### src/rtl/rqs_pkg.sv
package rqs_pkg;
  // Counter widths
  localparam int TMO_W    = 6;
  localparam int REQF_W   = 6;
  localparam int REQRX_W  = 8;
  localparam int LATE_W   = 12;
  localparam int JUMP_W   = 4;
  localparam int DUP_W    = 16;
  localparam int HOLE_W   = 16;
  localparam int INORD_W  = 24;
  localparam int AGE_W    = 16;
  localparam int TOT_W    = 32;
  // Frame input widths
  localparam int MSDU_W   = 8;
  localparam int LEN_W    = 16;
  // Byte unit is 2**UNIT_SH bytes
  localparam int UNIT_SH  = 6;
  localparam int BLK_W    = LEN_W - UNIT_SH + 1;

  typedef enum logic [3:0] {
    EV_TMO_FWD, EV_REQ_FWD, EV_REQ_RX, EV_LATE, EV_JUMP,
    EV_DUP, EV_HOLE, EV_INORDER, EV_AGE_DROP
  } ev_idx_e;
  localparam int NUM_EV = 9;
endpackage

### src/rtl/rqs_ctr.sv
module rqs_ctr #(
  parameter int W     = 8,
  parameter int INC_W = 1,
  parameter bit SAT   = 1'b0
) (
  input  logic             clk,
  input  logic             rst_n,
  input  logic             clr,
  input  logic             inc_en,
  input  logic [INC_W-1:0] inc_amt,
  output logic [W-1:0]     cnt
);
  localparam logic [W-1:0] MAXV = '1;

  logic [W-1:0] nxt;

  generate
    if (SAT) begin : g_sat
      logic [W:0] sum_ext;
      assign sum_ext = {1'b0, cnt} + {{(W+1-INC_W){1'b0}}, inc_amt};
      assign nxt = sum_ext[W] ? MAXV : sum_ext[W-1:0];

      AST_SAT_HOLD: assert property (@(posedge clk) disable iff (!rst_n)
        (cnt == MAXV && !clr) |=> (cnt == MAXV));
      AST_NO_OVERFLOW: assert property (@(posedge clk) disable iff (!rst_n)
        (!clr) |=> (cnt >= $past(cnt)));
    end else begin : g_wrap
      assign nxt = cnt + {{(W-INC_W){1'b0}}, inc_amt};

      AST_WRAP_ZERO: assert property (@(posedge clk) disable iff (!rst_n)
        (cnt == MAXV && !clr && inc_en && inc_amt == INC_W'(1)) |=> (cnt == '0));
    end
  endgenerate

  always_ff @(posedge clk) begin
    if (!rst_n)      cnt <= '0;
    else if (clr)    cnt <= '0;
    else if (inc_en) cnt <= nxt;
  end

  AST_CLR_ZERO: assert property (@(posedge clk) disable iff (!rst_n)
    clr |=> (cnt == '0));
  AST_IDLE_STABLE: assert property (@(posedge clk) disable iff (!rst_n)
    (!clr && !inc_en) |=> $stable(cnt));
endmodule

### src/rtl/rqs_blk_round.sv
module rqs_blk_round #(
  parameter int LEN_W = 16,
  parameter int SH    = 6,
  localparam int OUT_W = LEN_W - SH + 1
) (
  input  logic [LEN_W-1:0] len,
  output logic [OUT_W-1:0] blks
);
  logic [OUT_W-1:0] whole;
  logic             part;

  assign whole = {1'b0, len[LEN_W-1:SH]};
  assign part  = |len[SH-1:0];
  assign blks  = whole + {{(OUT_W-1){1'b0}}, part};

  always_comb begin
    AST_ROUND_UP: assert (({blks, {SH{1'b0}}} >= {{SH{1'b0}}, 1'b0, len}));
  end
endmodule

### src/rtl/rqs_bank.sv
module rqs_bank
  import rqs_pkg::*;
(
  input  logic                clk,
  input  logic                rst_n,
  input  logic                sw_clr,
  input  logic                ev_tmo_fwd,
  input  logic                ev_req_fwd,
  input  logic                ev_req_rx,
  input  logic                ev_late,
  input  logic                ev_jump,
  input  logic                ev_dup,
  input  logic                ev_hole,
  input  logic                ev_inorder,
  input  logic                ev_age_drop,
  input  logic                frm_valid,
  output logic                frm_ready,
  input  logic [MSDU_W-1:0]   frm_msdus,
  input  logic [LEN_W-1:0]    frm_len,
  output logic [TMO_W-1:0]    cnt_tmo_fwd,
  output logic [REQF_W-1:0]   cnt_req_fwd,
  output logic [REQRX_W-1:0]  cnt_req_rx,
  output logic [LATE_W-1:0]   cnt_late,
  output logic [JUMP_W-1:0]   cnt_jump,
  output logic [DUP_W-1:0]    cnt_dup,
  output logic [HOLE_W-1:0]   cnt_hole,
  output logic [INORD_W-1:0]  cnt_inorder,
  output logic [AGE_W-1:0]    cnt_age_drop,
  output logic [TOT_W-1:0]    cnt_mpdu,
  output logic [TOT_W-1:0]    cnt_msdu,
  output logic [TOT_W-1:0]    cnt_blk64
);
  logic [NUM_EV-1:0] ev;
  logic              frm_acc;
  logic [BLK_W-1:0]  frm_blks;

  assign ev[EV_TMO_FWD]  = ev_tmo_fwd;
  assign ev[EV_REQ_FWD]  = ev_req_fwd;
  assign ev[EV_REQ_RX]   = ev_req_rx;
  assign ev[EV_LATE]     = ev_late;
  assign ev[EV_JUMP]     = ev_jump;
  assign ev[EV_DUP]      = ev_dup;
  assign ev[EV_HOLE]     = ev_hole;
  assign ev[EV_INORDER]  = ev_inorder;
  assign ev[EV_AGE_DROP] = ev_age_drop;

  // A clear cycle refuses the frame; upstream re-offers it next cycle
  assign frm_ready = ~sw_clr;
  assign frm_acc   = frm_valid & frm_ready;

  // Saturating event counters
  rqs_ctr #(.W(TMO_W), .INC_W(1), .SAT(1'b1)) u_tmo (
    .clk(clk), .rst_n(rst_n), .clr(sw_clr), .inc_en(ev[EV_TMO_FWD]),
    .inc_amt(1'b1), .cnt(cnt_tmo_fwd));
  rqs_ctr #(.W(REQF_W), .INC_W(1), .SAT(1'b1)) u_reqf (
    .clk(clk), .rst_n(rst_n), .clr(sw_clr), .inc_en(ev[EV_REQ_FWD]),
    .inc_amt(1'b1), .cnt(cnt_req_fwd));
  rqs_ctr #(.W(REQRX_W), .INC_W(1), .SAT(1'b1)) u_reqrx (
    .clk(clk), .rst_n(rst_n), .clr(sw_clr), .inc_en(ev[EV_REQ_RX]),
    .inc_amt(1'b1), .cnt(cnt_req_rx));
  rqs_ctr #(.W(LATE_W), .INC_W(1), .SAT(1'b1)) u_late (
    .clk(clk), .rst_n(rst_n), .clr(sw_clr), .inc_en(ev[EV_LATE]),
    .inc_amt(1'b1), .cnt(cnt_late));
  rqs_ctr #(.W(JUMP_W), .INC_W(1), .SAT(1'b1)) u_jump (
    .clk(clk), .rst_n(rst_n), .clr(sw_clr), .inc_en(ev[EV_JUMP]),
    .inc_amt(1'b1), .cnt(cnt_jump));

  // Wrapping event counters
  rqs_ctr #(.W(DUP_W), .INC_W(1), .SAT(1'b0)) u_dup (
    .clk(clk), .rst_n(rst_n), .clr(sw_clr), .inc_en(ev[EV_DUP]),
    .inc_amt(1'b1), .cnt(cnt_dup));
  rqs_ctr #(.W(HOLE_W), .INC_W(1), .SAT(1'b0)) u_hole (
    .clk(clk), .rst_n(rst_n), .clr(sw_clr), .inc_en(ev[EV_HOLE]),
    .inc_amt(1'b1), .cnt(cnt_hole));
  rqs_ctr #(.W(INORD_W), .INC_W(1), .SAT(1'b0)) u_inord (
    .clk(clk), .rst_n(rst_n), .clr(sw_clr), .inc_en(ev[EV_INORDER]),
    .inc_amt(1'b1), .cnt(cnt_inorder));
  rqs_ctr #(.W(AGE_W), .INC_W(1), .SAT(1'b0)) u_age (
    .clk(clk), .rst_n(rst_n), .clr(sw_clr), .inc_en(ev[EV_AGE_DROP]),
    .inc_amt(1'b1), .cnt(cnt_age_drop));

  // Processed-frame totals
  rqs_blk_round #(.LEN_W(LEN_W), .SH(UNIT_SH)) u_round (
    .len(frm_len), .blks(frm_blks));

  rqs_ctr #(.W(TOT_W), .INC_W(1), .SAT(1'b0)) u_mpdu (
    .clk(clk), .rst_n(rst_n), .clr(sw_clr), .inc_en(frm_acc),
    .inc_amt(1'b1), .cnt(cnt_mpdu));
  rqs_ctr #(.W(TOT_W), .INC_W(MSDU_W), .SAT(1'b0)) u_msdu (
    .clk(clk), .rst_n(rst_n), .clr(sw_clr), .inc_en(frm_acc),
    .inc_amt(frm_msdus), .cnt(cnt_msdu));
  rqs_ctr #(.W(TOT_W), .INC_W(BLK_W), .SAT(1'b0)) u_blk (
    .clk(clk), .rst_n(rst_n), .clr(sw_clr), .inc_en(frm_acc),
    .inc_amt(frm_blks), .cnt(cnt_blk64));

  AST_CLR_BLOCKS_FRAME: assert property (@(posedge clk) disable iff (!rst_n)
    sw_clr |=> (cnt_mpdu == '0 && cnt_blk64 == '0 && cnt_dup == '0));
  AST_MPDU_STEP: assert property (@(posedge clk) disable iff (!rst_n)
    (frm_valid && frm_ready) |=> (cnt_mpdu == $past(cnt_mpdu) + 32'd1));
  AST_BLK_MOVES: assert property (@(posedge clk) disable iff (!rst_n)
    (frm_valid && frm_ready && frm_len != '0) |=> (cnt_blk64 != $past(cnt_blk64)));
  AST_SAT_TOP: assert property (@(posedge clk) disable iff (!rst_n)
    (cnt_jump == 4'hF && !sw_clr) |=> (cnt_jump == 4'hF));
endmodule

### config.mk
export PLATFORM = sky130hd
export DESIGN_NAME = rqs_bank
export DESIGN_NICKNAME = d
export VERILOG_FILES = /design/src/rtl/rqs_pkg.sv /design/src/rtl/rqs_ctr.sv /design/src/rtl/rqs_blk_round.sv /design/src/rtl/rqs_bank.sv
export SDC_FILE = /design/constraint.sdc
export NUM_CORES = 1
export LEC_CHECK = 0
export BUFFER_PORTS_ARGS = -buffer_cell sky130_fd_sc_hd__buf_2
export CELL_PAD_IN_SITES_DETAIL_PLACEMENT = 0
export CELL_PAD_IN_SITES_GLOBAL_PLACEMENT = 1
export CORE_UTILIZATION = 36
export DETAILED_ROUTE_END_ITERATION = 8
export HOLD_SLACK_MARGIN = 0.05
export PLACE_DENSITY = 0.83
export SLEW_MARGIN = 0
export SYNTH_ARGS = -nofsm -noshare
export SYNTH_HDL_FRONTEND = slang
export SYNTH_SLANG_ARGS = --single-unit
### constraint.sdc
create_clock -name clk -period 2.8 [get_ports clk]
set_input_delay 0.42 -clock clk [delete_from_list [all_inputs] [get_ports clk]]
set_output_delay 0.42 -clock clk [all_outputs]
set_load 0.01 [all_outputs]
==> flow_summary.toml, run 1 <==
[global_routing]
grt_antenna_before_repair = 3
grt_max_degree = 62
grt_usage = 0.1818
first_global_vias = 8279
grt_overflow = 0
grt_first_pass_wirelength_um = 42350

[synthesis]
synth_top_family_by_area = "simple AND/OR/NAND/NOR gates"
synth.largest_area_cell = "dfxtp_1"
synth_area_leaders = "dfxtp_1 42%, xor2_1 5.4%, a21oi_1 5.0%, nor2_1 4.9%, xnor2_1 4.0%"
yosysWarningCount = 0
async_flop_share = 0
synth-edff-count = 0
synthMuxAreaShare = 0.02085
ys_ff_latch = 204
synth.top_cell.area_share = 0.4226
synth_nets = 1186
syn_area_mm2 = 0.009663
syn_area_per_cell_um2 = 8.635
synth_flop_cell = "dfxtp_1"
synth_common_cells = "204 x dfxtp_1, 125 x nor2_1, 97 x a21oi_1"
yosysMostFrequentCell = "dfxtp_1"
synthAdderAreaFrac = 0.04118
synthCells = 1119
yosys.area_share.simple = 0.2547
yosys.area_share.xor_xnor = 0.09426
yosysSeqAreaShare = 0.4226
synth_compound_area_frac = 0.1341
yosysUniqueCellTypes = 57

[power]
pwr-share-comb = 0.053
power_mw = 6.641
p_leak_nw = 4.948
p_int_mw = 5.181
clkPwrFrac = 0.503
power_density_mw_per_mm2 = 546.7
ir_worst_vdd_mv = 0.2899
p_switching_mw = 1.460
seqPwrFrac = 0.444
switching_share = 0.2199

[final_layout]
nFillCells = 2526
drive_gt1_frac = 0.2284
area_growth_pct = 25.70
layoutNonFillerInstCount = 1712
nets = 1426

[sta]
fin_crit_ns = 2.424
rsz0062_at_grt = "false"
setup_violations = 0
finalClockSkew_ns = 0.006981
tns_ns = 0
hold_violations = 0
drv_slew = 0
tightest_slew_ns = 0.7086
clock.fmax_mhz = 412.6
post-route-period-util = 0.8656
slew-limit-headroom = 0.5241

[cts]
ctsLongestPathBuffers = 3
cts-root-buf = "clkbuf_16"
clkTransAtPathRegs_ns = 0.06
post_cts_buffers = 0
cts_tree = "built"
cts_buffers = 24
cts.sinks = 204
cts.hold.buffers_added = 0
clk_latency_ns = 0.51
cts_htree_levels = 1

[detailed_routing]
remaining_drc_errors = 18
drt-met1-wl_um = 11850
wl_met2_um = 11110
avgViaCountPerCell = 5.239
drtPass1Iterations = 7
highest_layer = "met5"
met3_length_um = 2010
wl_per_cell_um = 14.85
num_vias = 8969
drt_iter0_drc = 588
routed_wl_um = 25430
drtAntennaViolNets = 0

[placement]
dp_hpwl_um = 18110
dp.cells = 1668
io_buffers = 241
routabilityCongestion = 0.7955

[floorplan]
core_mm2 = 0.02621
initial_core_util = 0.3687
die_x_um = 165.8
io_pins = 242
placementRows = 59
die-area_mm2 = 0.02750
die_y_um = 165.8

[worst_hold_path]
hold_class = "in2reg"

[run_status]
violations = "design-rule violations"
status = "finished, violations left"

[run]
drv_cap = 0

[critical_path]
start_kind = "flop"
crit_type = "reg2reg"
path_max_fanout = 20
cp-end-kind = "flop"
worstPathArrival_ns = 2.86
critical_path_required_ns = 3.24
==> stage by stage <==
step	worst slack [ns]	cell area [µm²]	util	hold slack [ns]
finish	0.3765	12150	0.4635	0.1776
detailed placement	-0.09769	11280	0.4303	0.4674
floorplan	0.004785	9671	-	0.4863
global placement	-0.03499	11280	0.4303	0.4578
CTS	0.2853	12140	0.4633	0.1454
global route	0.1122	12150	0.4635	0.1739
==> logic make-up (layout without fill, tap and decap cells) <==
family / after synthesis / after routing
compound gates: 220 / 220
xor+xnor: 104 / 104
fa+ha+maj: 30 / 30
buf+inv: 78 / 334
flops: 204 / 204
mux: 20 / 20
other cells: 0 / 2
simple gates: 463 / 463
==> cells in the final DEF (no fill, tap or decap), drive strengths merged, types with 10 or more instances in the layout <==
cell type,instances
nand3,52
or3,34
xor2,60
and4,18
ha,27
mux2i,19
and2,10
nand4,45
and3,27
inv,31
o31ai,28
nor2,125
o21ai,47
dfxtp,204
buf,259
nor3,30
clkbuf,39
xnor2,44
a21oi,97
nand2,69
or4,28
==> registers in the layout, indices dropped and copies added, names as in the netlist <==
signal       cells
u_age.cnt       16
u_blk.cnt       32
u_dup.cnt       16
u_hole.cnt      16
u_inord.cnt     24
u_jump.cnt       4
u_late.cnt      12
u_mpdu.cnt      32
u_msdu.cnt      32
u_reqf.cnt       6
u_reqrx.cnt      8
u_tmo.cnt        6
==> critical path, cell delays in order, from the launching register on <==
cell and delay [ns]:
dfxtp_1 0.34, ha_1 0.21, inv_1 0.07, fa_1 0.37
nor2b_1 0.17, o31ai_1 0.16, a21o_2 0.35, or4_1 0.53
a21oi_1 0.16
==> power by group through the flow <==
stage / Sequential (mW) / Clock [mW] / Combinational [mW]
2_1_floorplan: 3.02 / 0 / 0.210
3_3_place_gp: 3.01 / 0 / 0.354
3_5_place_dp: 3.01 / 0 / 0.357
4_1_cts: 2.95 / 3.44 / 0.359
5_1_grt: 2.95 / 3.56 / 0.396
6_report: 2.95 / 3.34 / 0.353
==> repair_timing <==
item                                    CTS  global route
endpoints found under the setup margin    0             1
hold endpoints to repair                  0             0
gates resized for setup                   0             1
==> path summary, 6_finish.rpt <==
check | depth (start not counted) | to | from | slack [ns]
worst max-delay path | 8 | u_msdu.cnt[22]$_SDFFE_PP0P_ | u_msdu.cnt[0]$_SDFFE_PP0P_ | 0.38
worst max register to register | 8 | u_msdu.cnt[22]$_SDFFE_PP0P_ | u_msdu.cnt[0]$_SDFFE_PP0P_ | 0.38
worst min register to register | 2 | u_msdu.cnt[4]$_SDFFE_PP0P_ | u_msdu.cnt[4]$_SDFFE_PP0P_ | 0.48
worst min-delay path | 2 | u_jump.cnt[0]$_SDFFE_PP0P_ | ev_jump | 0.18
==> final cells by class <==
| cell class | count | area [µm²] | share of cell area |
|---|---|---|---|
| Inverter | 33 | 137.6 | 0.01133 |
| Clock inverter | 3 | 65.06 | 0.005356 |
| Tap cell | 335 | 419.2 | 0.03451 |
| Clock buffer | 39 | 798.3 | 0.06572 |
| Timing Repair Buffer | 259 | 1354 | 0.1115 |
| Multi-Input combinational cell | 837 | 5284 | 0.4350 |
| Antenna cell | 2 | 5.005 | 0.0004120 |
| Sequential cell | 204 | 4084 | 0.3362 |
==> layer usage <==
metal,vias up,global-route usage
met5,-,0
met1,4166,0.2440
met2,225,0.2870
met3,41,0.05148
li1,4535,-
met4,2,0.04470
Note: power is estimated with default switching activity, not from simulation.
==> inputs of run 2 (changes only) <==
- CORE_UTILIZATION: 36 -> 40
- PLACE_DENSITY: 0.83 -> 0.87
- SLEW_MARGIN: 0 -> not set
- clock period: 2.8 -> 2.5 ns (I/O delays scaled with it)
==> run 2 against run 1 <==
The flow now finishes without violations. Setup slack got worse by 0.27 ns. Combinational power increased by 14%. Flip-flop and latch count unchanged. Routed wire length decreased by 2.2%. Die area decreased by 9.9%. Core utilization increased by 5.3 points. Sequential power increased by 12%. Count of clock-buffer cells in the layout decreased by 3. Cell area increased by 0.45%. Fmax increased by 1.4%. Critical path type unchanged. Highest routed layer unchanged.
==> flow_summary.toml, run 2 (synthesis results as in run 1) <==
[cts]
clk_latency_ns = 0.51
clkTransAtPathRegs_ns = 0.06
ctsLongestPathBuffers = 3
cts_tree = "built"
cts_htree_levels = 1
cts.sinks = 204
cts-root-buf = "clkbuf_16"
cts_buffers = 24

[sta]
slew-limit-headroom = 0.5115
fin_crit_ns = 2.389
hold_violations = 0
setup_violations = 0
drv_slew = 0
tightest_slew_ns = 0.7295
finalClockSkew_ns = 0.009496
rsz0062_at_grt = "false"
post-route-period-util = 0.9558
final.setup.worst_slack_ns = 0.1105
clock.fmax_mhz = 418.5

[critical_path]
cp-end-kind = "flop"
worstPathArrival_ns = 2.83
path_max_fanout = 5
start_kind = "flop"
crit_type = "reg2reg"
critical_path_required_ns = 2.94

[global_routing]
grt_antenna_before_repair = 4
grt_usage = 0.1941
grt_first_pass_wirelength_um = 39650
grt_max_degree = 50
first_global_vias = 8158
grt_overflow = 0

[detailed_routing]
routed_wl_um = 24870
num_vias = 8995
remaining_drc_errors = 0
drt_iter0_drc = 489
wl_per_cell_um = 14.54
avgViaCountPerCell = 5.257
drtPass1Iterations = 5
drtAntennaViolNets = 0

[final_layout]
nFillCells = 2304
final_cell_mix = "241 x buf_2, 203 x dfxtp_1, 125 x nor2_1"
final_util = 0.5167
area_growth_pct = 26.27
reg_top3 = "u_blk.cnt (32), u_mpdu.cnt (32), u_msdu.cnt (32)"
drive_gt1_frac = 0.2405
layout_commonest_cell = "buf_2"
nets = 1441
layoutNonFillerInstCount = 1711

[power]
ir_worst_vdd_mv = 0.4785
power_density_mw_per_mm2 = 583.3
p_leak_nw = 4.985

[floorplan]
initial_core_util = 0.4092
io_pins = 242
core_mm2 = 0.02361
die_x_um = 157.4
die_y_um = 157.4
placementRows = 56
die-area_mm2 = 0.02478

[placement]
routabilityCongestion = 0.7996
io_buffers = 241
dp_slack_ns = -0.1908
dp.cells = 1662
dp_hpwl_um = 17750

[worst_hold_path]
hold_class = "in2reg"

[run_status]
status = "finished, final reports clean"

[run]
drv_cap = 0
[run 2: cell types whose count changed in the layout (fill, tap and decap cells not counted), sizes merged]
cell / change
bufinv: -2
clkbuf: -2
inv: +1
diode: +1
buf: +14
clkinv: +3
[run 2: critical path, stage by stage, from the launching register on]
cell and delay, ns:
dfxtp_2 0.34, ha_1 0.16, inv_1 0.06, fa_1 0.40, nor2b_2 0.16, o31ai_2 0.11, a21o_2 0.26, buf_4 0.15
or4_1 0.51, a21oi_1 0.17
[run 2: through the flow]
stage               instance area [µm²]  hold slack (ns)  power, mW  setup TNS [ns]
floorplan                          9703           0.4652      3.622         -0.2374
global placement                  11370           0.4579      3.772          -1.427
detailed placement                11370           0.4674      3.778          -2.562
CTS                               12150          0.09744      7.233               0
global route                      12200           0.1293      7.409               0
finish                            12200           0.1272      7.118               0
[run 2: power breakdown]
part           switching [mW]  leakage (nW)  internal [mW]
logic                   0.240          2.95          0.161
registers              0.0279          1.65           3.28
clock network            1.36         0.389           2.05
total                    1.63          4.98           5.49
[run 2: final timing paths]
| check | startpoint | to | slack (ns) | cells after the start |
|---|---|---|---|---|
| max | u_msdu.cnt[0]$_SDFFE_PP0P_ | u_msdu.cnt[16]$_SDFFE_PP0P_ | 0.11 | 9 |
| min | ev_jump | u_jump.cnt[0]$_SDFFE_PP0P_ | 0.13 | 2 |
| max reg2reg | u_msdu.cnt[0]$_SDFFE_PP0P_ | u_msdu.cnt[16]$_SDFFE_PP0P_ | 0.11 | 9 |
| min reg2reg | u_msdu.cnt[4]$_SDFFE_PP0P_ | u_msdu.cnt[4]$_SDFFE_PP0P_ | 0.47 | 2 |
[run 2: what timing repair did]
action | 4_1_cts | 5_1_grt
setup buffers | 0 | 5
endpoints found under the setup margin | 0 | 9
resized for setup | 0 | 4
hold buffers | 0 | 0
[run 2: metal layers]
layer / track usage / routed length (µm)
met3: 0.05782 / 1784
met2: 0.3099 / 11150
met5: 0 / 17
met4: 0.06565 / 601
met1: 0.2480 / 11320
[run 2: layout make-up]
class | count | area, µm² | area share
multi-input cells | 837 | 5318 | 0.4358
well taps | 319 | 399.1 | 0.03271
clock buffers | 36 | 747.0 | 0.06122
flip-flops and latches | 204 | 4085 | 0.3348
diodes | 3 | 7.507 | 0.0006153
inverters | 33 | 137.6 | 0.01128
repair buffers | 274 | 1479 | 0.1212
clock inverters | 5 | 28.78 | 0.002358
